File: src/rtl/flashbus_pkg.sv
package flashbus_pkg;
   localparam int BYTE_W = 8;

   typedef enum logic [2:0] {
      BM_PWRDN   = 3'd0,
      BM_STANDBY = 3'd1,
      BM_OUTDIS  = 3'd2,
      BM_READ    = 3'd3,
      BM_WRITE   = 3'd4
   } bus_mode_t;

   typedef enum logic [1:0] {
      SRC_ARRAY  = 2'd0,
      SRC_IDENT  = 2'd1,
      SRC_STATUS = 2'd2
   } rd_src_t;

   typedef enum logic {
      OP_PROG  = 1'b0,
      OP_ERASE = 1'b1
   } op_kind_t;

   localparam logic [BYTE_W-1:0] CMD_ARRAY  = 8'hFF;
   localparam logic [BYTE_W-1:0] CMD_IDENT  = 8'h90;
   localparam logic [BYTE_W-1:0] CMD_STATUS = 8'h70;
   localparam logic [BYTE_W-1:0] CMD_CLEAR  = 8'h50;
   localparam logic [BYTE_W-1:0] CMD_PROG   = 8'h40;
   localparam logic [BYTE_W-1:0] CMD_ERASE  = 8'h20;

   localparam logic [BYTE_W-1:0] MFR_CODE     = 8'h89;
   localparam logic [BYTE_W-1:0] DEV_CODE_TOP = 8'h94;
   localparam logic [BYTE_W-1:0] DEV_CODE_BOT = 8'h95;
endpackage

File: src/rtl/flashbus_wake_cnt.sv
module flashbus_wake_cnt #(
   parameter int LIMIT = 4
) (
   input  logic clk,
   input  logic rp_n,
   output logic ok
);
   localparam int CW = $clog2(LIMIT + 1);

   if (LIMIT < 1) begin : g_bad_limit
      $error("flashbus_wake_cnt: LIMIT must be at least 1");
   end

   logic [CW-1:0] cnt;

   always_ff @(posedge clk) begin
      if (!rp_n)
         cnt <= CW'(LIMIT);
      else if (cnt != '0)
         cnt <= cnt - 1'b1;
   end

   assign ok = (cnt == '0);


   wake_hold_chk: assert property (@(posedge clk) disable iff (!rp_n)
      $rose(rp_n) |-> !ok);
endmodule

File: src/rtl/flashbus_mode_dec.sv
module flashbus_mode_dec
   import flashbus_pkg::*;
(
   input  logic      rp_n,
   input  logic      ce_n,
   input  logic      oe_n,
   input  logic      we_n,
   input  logic      rd_ok,
   output bus_mode_t mode,
   output logic      drive
);
   always_comb begin
      if (!rp_n)      mode = BM_PWRDN;
      else if (ce_n)  mode = BM_STANDBY;
      else if (!we_n) mode = BM_WRITE;
      else if (oe_n)  mode = BM_OUTDIS;
      else            mode = BM_READ;
   end

   assign drive = (mode == BM_READ) && rd_ok;
endmodule

File: src/rtl/flashbus_cmd_fsm.sv
module flashbus_cmd_fsm
   import flashbus_pkg::*;
#(
   parameter int ADDR_W    = 4,
   parameter int PROG_CYC  = 5,
   parameter int ERASE_CYC = 12
) (
   input  logic              clk,
   input  logic              rp_n,
   input  logic              ce_n,
   input  logic              we_n,
   input  logic              vpp_ok,
   input  logic              wr_ok,
   input  logic [ADDR_W-1:0] addr,
   input  logic [BYTE_W-1:0] din,
   output rd_src_t           rd_src,
   output logic [BYTE_W-1:0] status,
   output logic              commit_prog,
   output logic              commit_erase,
   output logic              abort,
   output logic [ADDR_W-1:0] op_addr,
   output logic [BYTE_W-1:0] op_data
);
   localparam int MAX_CYC = (PROG_CYC > ERASE_CYC) ? PROG_CYC : ERASE_CYC;
   localparam int CW      = $clog2(MAX_CYC + 1);

   if (PROG_CYC < 1 || ERASE_CYC < 1) begin : g_bad_cyc
      $error("flashbus_cmd_fsm: operation lengths must be at least 1");
   end

   logic          we_prev;
   logic          busy;
   logic          vpp_err;
   logic          prog_arm;
   logic [CW-1:0] op_cnt;
   op_kind_t      op_kind;
   logic          we_rise;
   logic          wr_stb;
   logic          done;

   assign we_rise = rp_n && !we_prev && we_n && !ce_n;
   assign wr_stb  = we_rise && wr_ok;
   assign done    = rp_n && busy && (op_cnt == CW'(1));

   always_ff @(posedge clk) begin
      if (!rp_n) begin
         we_prev  <= 1'b1;
         rd_src   <= SRC_ARRAY;
         busy     <= 1'b0;
         vpp_err  <= 1'b0;
         prog_arm <= 1'b0;
         op_cnt   <= '0;
         op_kind  <= OP_PROG;
      end else begin
         we_prev <= we_n;
         if (busy) begin
            op_cnt <= op_cnt - 1'b1;
            if (op_cnt == CW'(1))
               busy <= 1'b0;
         end else if (wr_stb) begin
            if (prog_arm) begin
               prog_arm <= 1'b0;
               rd_src   <= SRC_STATUS;
               if (vpp_ok) begin
                  busy    <= 1'b1;
                  op_cnt  <= CW'(PROG_CYC);
                  op_kind <= OP_PROG;
                  op_addr <= addr;
                  op_data <= din;
               end else begin
                  vpp_err <= 1'b1;
               end
            end else begin
               case (din)
                  CMD_ARRAY:  rd_src <= SRC_ARRAY;
                  CMD_IDENT:  rd_src <= SRC_IDENT;
                  CMD_STATUS: rd_src <= SRC_STATUS;
                  CMD_CLEAR:  vpp_err <= 1'b0;
                  CMD_PROG: begin
                     prog_arm <= 1'b1;
                     rd_src   <= SRC_STATUS;
                  end
                  CMD_ERASE: begin
                     rd_src <= SRC_STATUS;
                     if (vpp_ok) begin
                        busy    <= 1'b1;
                        op_cnt  <= CW'(ERASE_CYC);
                        op_kind <= OP_ERASE;
                        op_addr <= addr;
                     end else begin
                        vpp_err <= 1'b1;
                     end
                  end
                  default: ;
               endcase
            end
         end
      end
   end

   assign status       = {~busy, 3'b000, vpp_err, 3'b000};
   assign commit_prog  = done && (op_kind == OP_PROG);
   assign commit_erase = done && (op_kind == OP_ERASE);
   assign abort        = !rp_n && busy;


   wake_clear_chk: assert property (@(posedge clk) disable iff (!rp_n)
      $rose(rp_n) |-> (!busy && !vpp_err && rd_src == SRC_ARRAY));


   early_write_chk: assert property (@(posedge clk) disable iff (!rp_n)
      (we_rise && !wr_ok) |=> ($stable(rd_src) && !busy));


   busy_count_chk: assert property (@(posedge clk) disable iff (!rp_n)
      busy |-> (op_cnt != '0));


   busy_runs_chk: assert property (@(posedge clk) disable iff (!rp_n)
      (busy && op_cnt > CW'(1)) |=> busy);
endmodule

File: src/rtl/flashbus_store.sv
module flashbus_store
   import flashbus_pkg::*;
#(
   parameter int                ADDR_W       = 4,
   parameter int                BLK_AW       = 1,
   parameter bit                BOOT_TOP     = 1'b1,
   parameter logic [BYTE_W-1:0] INVALID_BYTE = 8'h00
) (
   input  logic              clk,
   input  logic              rp_n,
   input  logic [ADDR_W-1:0] addr,
   input  rd_src_t           rd_src,
   input  logic [BYTE_W-1:0] status,
   input  logic              commit_prog,
   input  logic              commit_erase,
   input  logic              abort,
   input  logic [ADDR_W-1:0] op_addr,
   input  logic [BYTE_W-1:0] op_data,
   output logic [BYTE_W-1:0] rdata
);
   localparam int DEPTH     = 1 << ADDR_W;
   localparam int NBLK      = 1 << BLK_AW;
   localparam int BLK_SHIFT = ADDR_W - BLK_AW;

   if (BLK_AW < 0 || BLK_AW >= ADDR_W) begin : g_bad_blk
      $error("flashbus_store: BLK_AW must be below ADDR_W");
   end

   logic [BYTE_W-1:0] mem   [DEPTH];
   logic [NBLK-1:0]   valid;
   logic [BYTE_W-1:0] dev_code;
   logic [BLK_AW-1:0] op_blk;
   logic [BLK_AW-1:0] rd_blk;

   if (BOOT_TOP) begin : g_top_boot
      assign dev_code = DEV_CODE_TOP;
   end else begin : g_bot_boot
      assign dev_code = DEV_CODE_BOT;
   end

   assign op_blk = op_addr[ADDR_W-1:BLK_SHIFT];
   assign rd_blk = addr[ADDR_W-1:BLK_SHIFT];

   always_ff @(posedge clk) begin
      if (abort) begin
         valid[op_blk] <= 1'b0;
      end else if (commit_erase) begin
         valid[op_blk] <= 1'b1;
         for (int i = 0; i < DEPTH; i++) begin
            if ((i >> BLK_SHIFT) == int'(op_blk))
               mem[i] <= '1;
         end
      end else if (commit_prog) begin
         mem[op_addr] <= op_data;
      end
   end

   always_comb begin
      case (rd_src)
         SRC_IDENT:  rdata = addr[0] ? dev_code : MFR_CODE;
         SRC_STATUS: rdata = status;
         default:    rdata = valid[rd_blk] ? mem[addr] : INVALID_BYTE;
      endcase
   end


   erase_valid_chk: assert property (@(posedge clk) disable iff (!rp_n)
      commit_erase |=> valid[$past(op_blk)]);
endmodule

File: src/rtl/flashbus_ctrl.sv
module flashbus_ctrl
   import flashbus_pkg::*;
#(
   parameter int         ADDR_W       = 4,
   parameter int         BLK_AW       = 1,
   parameter int         READ_WAKE    = 3,
   parameter int         WRITE_WAKE   = 10,
   parameter int         PROG_CYC     = 5,
   parameter int         ERASE_CYC    = 12,
   parameter bit         BOOT_TOP     = 1'b1,
   parameter logic [7:0] INVALID_BYTE = 8'h00
) (
   input  logic              clk,
   input  logic              rp_n,
   input  logic              ce_n,
   input  logic              oe_n,
   input  logic              we_n,
   input  logic              vpp_ok,
   input  logic [ADDR_W-1:0] addr,
   input  logic [7:0]        din,
   output logic [7:0]        dout,
   output logic              dout_en,
   output logic [2:0]        bus_mode
);
   logic              rd_ok;
   logic              wr_ok;
   bus_mode_t         mode;
   rd_src_t           rd_src;
   logic [BYTE_W-1:0] status;
   logic              commit_prog;
   logic              commit_erase;
   logic              abort;
   logic [ADDR_W-1:0] op_addr;
   logic [BYTE_W-1:0] op_data;

   flashbus_wake_cnt #(.LIMIT(READ_WAKE)) u_rd_wake (
      .clk(clk), .rp_n(rp_n), .ok(rd_ok));

   flashbus_wake_cnt #(.LIMIT(WRITE_WAKE)) u_wr_wake (
      .clk(clk), .rp_n(rp_n), .ok(wr_ok));

   flashbus_mode_dec u_dec (
      .rp_n(rp_n), .ce_n(ce_n), .oe_n(oe_n), .we_n(we_n),
      .rd_ok(rd_ok), .mode(mode), .drive(dout_en));

   flashbus_cmd_fsm #(
      .ADDR_W(ADDR_W), .PROG_CYC(PROG_CYC), .ERASE_CYC(ERASE_CYC)
   ) u_fsm (
      .clk(clk), .rp_n(rp_n), .ce_n(ce_n), .we_n(we_n), .vpp_ok(vpp_ok),
      .wr_ok(wr_ok), .addr(addr), .din(din), .rd_src(rd_src),
      .status(status), .commit_prog(commit_prog),
      .commit_erase(commit_erase), .abort(abort),
      .op_addr(op_addr), .op_data(op_data));

   flashbus_store #(
      .ADDR_W(ADDR_W), .BLK_AW(BLK_AW), .BOOT_TOP(BOOT_TOP),
      .INVALID_BYTE(INVALID_BYTE)
   ) u_store (
      .clk(clk), .rp_n(rp_n), .addr(addr), .rd_src(rd_src),
      .status(status), .commit_prog(commit_prog),
      .commit_erase(commit_erase), .abort(abort),
      .op_addr(op_addr), .op_data(op_data), .rdata(dout));

   assign bus_mode = mode;


   standby_hiz_chk: assert property (@(posedge clk) disable iff (!rp_n)
      ce_n |-> !dout_en);


   oe_hiz_chk: assert property (@(posedge clk) disable iff (!rp_n)
      oe_n |-> !dout_en);
endmodule

File: config.mk
export PLATFORM = sky130hd
export DESIGN_NAME = flashbus_ctrl
export DESIGN_NICKNAME = d
export VERILOG_FILES = /design/src/rtl/flashbus_pkg.sv /design/src/rtl/flashbus_wake_cnt.sv /design/src/rtl/flashbus_mode_dec.sv /design/src/rtl/flashbus_cmd_fsm.sv /design/src/rtl/flashbus_store.sv /design/src/rtl/flashbus_ctrl.sv
export SDC_FILE = /design/constraint.sdc
export NUM_CORES = 1
export LEC_CHECK = 0
export ABC_CLOCK_PERIOD_IN_PS = 9080
export BUFFER_PORTS_ARGS = -buffer_cell sky130_fd_sc_hd__buf_2
export CAP_MARGIN = 20
export CORE_UTILIZATION = 55
export DETAILED_ROUTE_END_ITERATION = 8
export GPL_TIMING_DRIVEN = 0
export HOLD_SLACK_MARGIN = 0.12
export PLACE_DENSITY = 0.72
export SYNTH_ARGS = -nofsm -noshare
export SYNTH_HDL_FRONTEND = slang
export SYNTH_HIERARCHICAL = 1
export SYNTH_SLANG_ARGS = --single-unit
export TNS_END_PERCENT = 5
File: constraint.sdc
create_clock -name clk -period 9.08 [get_ports clk]
set_input_delay 0.454 -clock clk [delete_from_list [all_inputs] [get_ports clk]]
set_output_delay 0.454 -clock clk [all_outputs]
set_load 0.01 [all_outputs]
======== Word-level counts from Yosys, hierarchy flattened ========
Memory sizes are Yosys's and may differ from the RTL's.
Cells that the tools add are included.
cells by class
  $add $sub $neg .......................... 3
  order comparisons ....................... 3
  eq/ne operators ......................... 14
  muxes and demuxes ....................... 78
  bitwise gates (word level) .............. 5
  reductions and logical operators ........ 41
operators by type and width
  cell                   count
  $mux W8                10
  $mux W4                18
  $reduce_or A8 Y1       9
  $mux W1                39
  $eq A8 B7 Y1 const B   3
  $eq A8 B8 Y1 const B   2
  $pmux W8 S2            1
  $logic_and A1 B1 Y1    11
  $reduce_and A5 Y1      2
  $mux W3                3
  $eq A8 B6 Y1 const B   1
  $reduce_and A4 Y1      2
  $reduce_bool A2 Y1     4
  $reduce_bool A4 Y1     2
  $sub A4 B1 Y4 const B  2
  $mux W2                3
  $ne A3 B2 Y1 const B   2
  $pmux W2 S3            1
  $reduce_and A3 Y1      2
  $reduce_bool A3 Y1     2
  $mux W5                1
  $eq A4 B1 Y1 const B   1
  $logic_not A4 Y1       1
  $lt A1 B2 Y1 const B   2
  other kinds (16)       20
storage, ports and cells
  register bits ........................... 31
  RAM bits ................................ 128
  input bits .............................. 18
  output and inout bits ................... 12
  logic and storage cells ................. 157
  memories kept ........................... 1
memories
  memory       depth  bits a word  rd ports  clocked after Yosys merged registers in  wr ports  RTL line              RTL
  u_store.mem  16     8            1         0                                        8         flashbus_store.sv:29  logic [BYTE_W-1:0] mem [DEPTH];

======== Depth between registers and ports, before layout ========
  word-level depth ........................ 9
  gate-level depth with buffers ........... 8
  mapped depth without buffers ............ 7

======== Modules after synthesis ========
Netlist, hierarchy kept.
by module, submodules not included
  module                          instances  cells each  area an instance (µm²)  seq. area each (µm²)
  flashbus_store                  1          410         6248.5                  3903.7
  flashbus_cmd_fsm                1          101         1077.3                  580.6
  flashbus_wake_cnt at u_wr_wake  1          20          197.7                   80.1
  flashbus_wake_cnt at u_rd_wake  1          11          102.6                   40.0
  flashbus_mode_dec               1          5           38.8                    0.0

======== Worst setup path before layout ========
No wires, ideal clock.
  path type ............................... input to register
  start point ............................. input port rp_n
  end point ............................... memory u_store.mem[0][0], enable pin
  setup time .............................. 398 ps
  data arrival time ....................... 2770 ps
  data required time ...................... 8682 ps
  slack ................................... 5912 ps
  stages .................................. 6
  path buffers ............................ 3
  cell sequence ........................... clkbuf_1 -> clkbuf_1 -> and4_1 -> or4b_1 -> buf_2 -> o41ai_1
RTL lines
  what                RTL line              RTL
  start: declaration  flashbus_ctrl.sv:14   input logic rp_n,
  end: declaration    flashbus_store.sv:29

======== Worst setup path in the final report ========
  start point ............................. register u_fsm.rd_src[0]
  end point ............................... output port dout[0]
on the way
  longest elaborated chain between the ends .. 2
  elaborated cells between the ends (all ways) .. 3
  those cells by class .................... eq/ne: 2; mux: 1
RTL lines
  what                                          RTL line                RTL
  start: declaration                            flashbus_cmd_fsm.sv:16  output rd_src_t rd_src,
  start signal: assignment                      flashbus_cmd_fsm.sv:48  rd_src <= SRC_ARRAY;
  start signal: assignment                      flashbus_cmd_fsm.sv:63  rd_src <= SRC_STATUS;
  start signal: assignment                      flashbus_cmd_fsm.sv:75  CMD_ARRAY: rd_src <= SRC_ARRAY;
  $eq A2 B2 Y1 or $eq A2 B1 Y1 (tied branches)  flashbus_store.sv:59    case (rd_src)
  $pmux W8 S2 *                                 flashbus_store.sv:59
  end: declaration                              flashbus_ctrl.sv:21     output logic [7:0] dout,
Mark *: on every way between the ends. The rest lies on a longest branch, timed or not.

==> run summary <==
Clock tree
• 159 — clock sink count
• 17 — clock buffer count from CTS
• 0.43 ns — worst skew pair latency
• 0 — hold buffer count at cts
• 0.06 ns — clock-pin slew of the registers on the worst-case setup and hold paths
• 0 — post-CTS resize count
• 4 — number of levels the H-tree was split into
• built — TritonCTS clock tree
• 0 — number of post-CTS setup repair buffers
• 2 — Longest Clk Path Bufs
• sky130_fd_sc_hd__clkbuf_16 — clock root buffer

Die
• 120.1 um — Chip Height
• 14410 um^2 — die outline area
• 13400 um^2 — placeable core area
• 120.1 um — width of the chip
• 57.20% — initial cell density of the core
• 42 — number of cell rows
• 30 — I/O pin total

Synthesis
• 547 — Syn Inst Count
• sky130_fd_sc_hd__edfxtp_1 56%, sky130_fd_sc_hd__mux4_2 9.4%, sky130_fd_sc_hd__nand2b_1 5.6% — top cells by area in the synthesized netlist
• 0% — share of async-settable or async-resettable flops after synthesis
• 1.143% — adder and majority gate portion of the synthesized area
• sky130_fd_sc_hd__edfxtp_1 — cell accounting for the most synthesized area
• 142 — number of enable flip-flop cells after synthesis
• simple AND/OR/NAND/NOR gates — largest family of logic cells by synthesized area
• 142 x sky130_fd_sc_hd__edfxtp_1, 68 x sky130_fd_sc_hd__nand2b_1, 64 x sky130_fd_sc_hd__or2_2 — most common library cells after synthesis
• 18.92% — simple-gate share of the synthesized area
• 159 — number of register bits inferred by synthesis
• 10.87% — mux share of post-synthesis cell area
• 60.07% — share of the yosys chip area belonging to registers
• 0.4571% — share of the synthesized netlist area taken by xor and xnor gates
• 64 — Unique masters post-synth
• 5.338% — complex-gate fraction of the synthesized area
• sky130_fd_sc_hd__edfxtp_1 — most common flop cell mapped by yosys
• 6 — Yosys warning total
• 14.01 um^2 — Mean Syn Cell Area
• sky130_fd_sc_hd__edfxtp_1 — most common cell in the synthesized netlist
• 55.63% — area fraction of the dominant cell type after synthesis
• 7665 um^2 — post-synthesis instance area

STA
• 319.7 MHz — top achievable clock speed
• 5.952 ns — worst path setup slack after routing
• 0 — Final setup viols
• 0.007612 ns — Post-Route Skew
• 3.128 ns — min Tclk post-route
• 34.45% — crit share post-route
• 0 — number of hold-slack violations in the final timing report
• no — RSZ-0062 raised after global routing
• 0 ns — setup TNS
• 0.2249 ns — worst hold slack
• 24.81% — slew margin rel.
• 0 — count of pins over their slew limit
• 1.119 ns — actual transition at the worst max-transition pin

Critical path
• u_fsm/op_cnt[0]$_SDFFE_PN0P_ — startpoint of the worst-slack reg-to-reg timing path
• u_store/mem[12][0]$_SDFFCE_PN1P_ — worst r2r dst
• flip-flop — element type at the critical path start
• 6 — reg2reg path depth
• dout[0] — Critical path destination
• reg2out — type of the setup path with the least slack
• 6.00 ns — setup slack on the worst flop-to-flop path
• output pin — kind of capture point of the worst setup path
• 8.63 ns — Crit path required time
• 9 — Critical Path Fanout Max
• 2.67 ns — worst path arrival time
• u_fsm/rd_src[0]$_SDFFE_PN0P_ — launching element of the worst setup path

Global route
• 1 — antenna violations before repair
• 27260 um — global-route wire length before repair
• 26.81% — global router's overall resource usage
• 0 — overflow left after global routing
• 4766 — number of global-route vias before repair
• 17 — maximum number of pins on one net before global-route repair

Layout
• 64.40% — final cell utilization of the core
• 8630 um^2 — post-route cell area
• 632 — Post-layout nets
• 0 — # diodes
• 31.18% — share of cells above drive strength 1
• 795 — number of non-filler instances in the completed layout
• 12.59% — area growth from synthesis to layout

Detailed routing
• 494 — Detailed Route Iter0 Violations
• 0 — post-route DRC violation count
• 0 — final antenna-violating net count
• 4773 — number of vias in the routed layout
• 22.18 um — average wire length per cell after detail routing
• 5 — Detailed Routing Iterations Pass 1
• 6.004 — via/cell ratio
• 17630 um — routed wire length

Run
• 0 — # Max-Cap Violations

Power and ir drop
• 1.479 mW — post-route total power
• 3.135 nW — Leakage
• 119.4 uV — worst voltage drop across the vdd grid
• 171.3 nW/um^2 — power per standard cell area

Placed design
• 29 — Port Buf Inserts
• 8099 um^2 — area after detailed placement
• 0.8896 — weighted congestion at the end of routability-driven global placement
• 761 — placed cells
• 5.393 ns — pre-CTS worst setup slack
• 12450 um — HPWL Detailed

Hold path
• in2reg — type of the worst min-delay path

Run status
• finished, final reports clean — run status

power breakdown:
part | internal [mW] | total (mW) | switching (mW)
Combinational | 0.0227 | 0.0503 | 0.0276
Sequential | 0.791 | 0.795 | 0.00430
Clock | 0.369 | 0.633 | 0.265
logic make-up after synthesis:
family                   Yosys count
multiplexers                      43
AO/OA/AOI/OAI                     54
adder cells (fa/ha/maj)            7
AND/OR/NAND/NOR                  227
XOR/XNOR                           4
other                              1
buffers and inverters             52
flip-flops                       159
worst max-delay path, cell delays in order (launching register included):
cell and delay (ns):
sky130_fd_sc_hd__dfxtp_1 0.38, sky130_fd_sc_hd__inv_1 0.06, sky130_fd_sc_hd__ha_1 0.33, sky130_fd_sc_hd__clkbuf_1 0.33
sky130_fd_sc_hd__and4b_1 0.26, sky130_fd_sc_hd__clkbuf_1 0.34, sky130_fd_sc_hd__a22oi_1 0.21, sky130_fd_sc_hd__o211ai_1 0.16
sky130_fd_sc_hd__buf_2 0.18
layout by cell type, fill, tap and decap left out, types with 4 or more instances in the layout:
master / netlist / final
sky130_fd_sc_hd__ha_1: 7 / 7
sky130_fd_sc_hd__clkbuf_16: 0 / 17
sky130_fd_sc_hd__o31ai_1: 10 / 8
sky130_fd_sc_hd__conb_1: 1 / 6
sky130_fd_sc_hd__buf_2: 10 / 43
sky130_fd_sc_hd__inv_1: 15 / 15
sky130_fd_sc_hd__nor2_1: 8 / 8
sky130_fd_sc_hd__nor3b_1: 4 / 4
sky130_fd_sc_hd__nand4_1: 6 / 6
sky130_fd_sc_hd__clkinv_2: 0 / 7
sky130_fd_sc_hd__dfxtp_1: 17 / 17
sky130_fd_sc_hd__edfxtp_1: 142 / 142
sky130_fd_sc_hd__mux2i_1: 9 / 9
sky130_fd_sc_hd__nor2b_1: 7 / 7
sky130_fd_sc_hd__buf_4: 9 / 11
sky130_fd_sc_hd__or2_2: 64 / 64
sky130_fd_sc_hd__nand2b_1: 68 / 68
sky130_fd_sc_hd__mux4_2: 32 / 32
sky130_fd_sc_hd__o211ai_1: 10 / 10
sky130_fd_sc_hd__nand2_1: 26 / 26
sky130_fd_sc_hd__a22oi_1: 8 / 8
sky130_fd_sc_hd__clkbuf_1: 17 / 21
sky130_fd_sc_hd__nand3_1: 8 / 8
flip-flops by register name, summed over array words and instances, names as in the netlist, named ones only:
signal          cells
u_rd_wake/cnt       2
u_fsm/op_kind       1
u_fsm/op_data       8
u_fsm/rd_src        2
u_fsm/prog_arm      1
u_fsm/we_prev       1
u_fsm/busy          1
u_fsm/vpp_err       1
u_wr_wake/cnt       4
u_store/mem       128
u_fsm/op_addr       4
u_fsm/op_cnt        4
area by class of cell:
cell class                 count  area (um^2)
tap                          176        220.2
fill                        1005         4771
clock buffer                  21        440.4
timing repair buffer          36        187.7
sequential                   159         4604
clock inverter                10        72.57
multi-input combinational    341         2863
buffer                        36        181.4
inverter                      16        60.06
worst min path at each step:
stage | from | endpoint | slack, ns | cells after the start
global placement | u_fsm/op_kind$_SDFFE_PN0P_ | u_fsm/op_kind$_SDFFE_PN0P_ | 0.46 | 2
global route | addr[0] | u_fsm/op_addr[0]$_DFFE_PP_ | 0.21 | 1
detailed placement | u_fsm/op_kind$_SDFFE_PN0P_ | u_fsm/op_kind$_SDFFE_PN0P_ | 0.48 | 2
CTS | addr[0] | u_fsm/op_addr[0]$_DFFE_PP_ | 0.21 | 1
floorplan | u_fsm/op_kind$_SDFFE_PN0P_ | u_fsm/op_kind$_SDFFE_PN0P_ | 0.44 | 2
finish | addr[0] | u_fsm/op_addr[0]$_DFFE_PP_ | 0.22 | 1
layer usage:
metal	part of all wire, %	GRT usage [%]	vias to the layer above
met5	0.057	0	-
met4	2.6	10.23	2
met3	8.4	7.462	35
met2	48	42.31	216
met1	41	35.38	2356
li1	-	-	2164
Power figures use the tool's default switching activity.
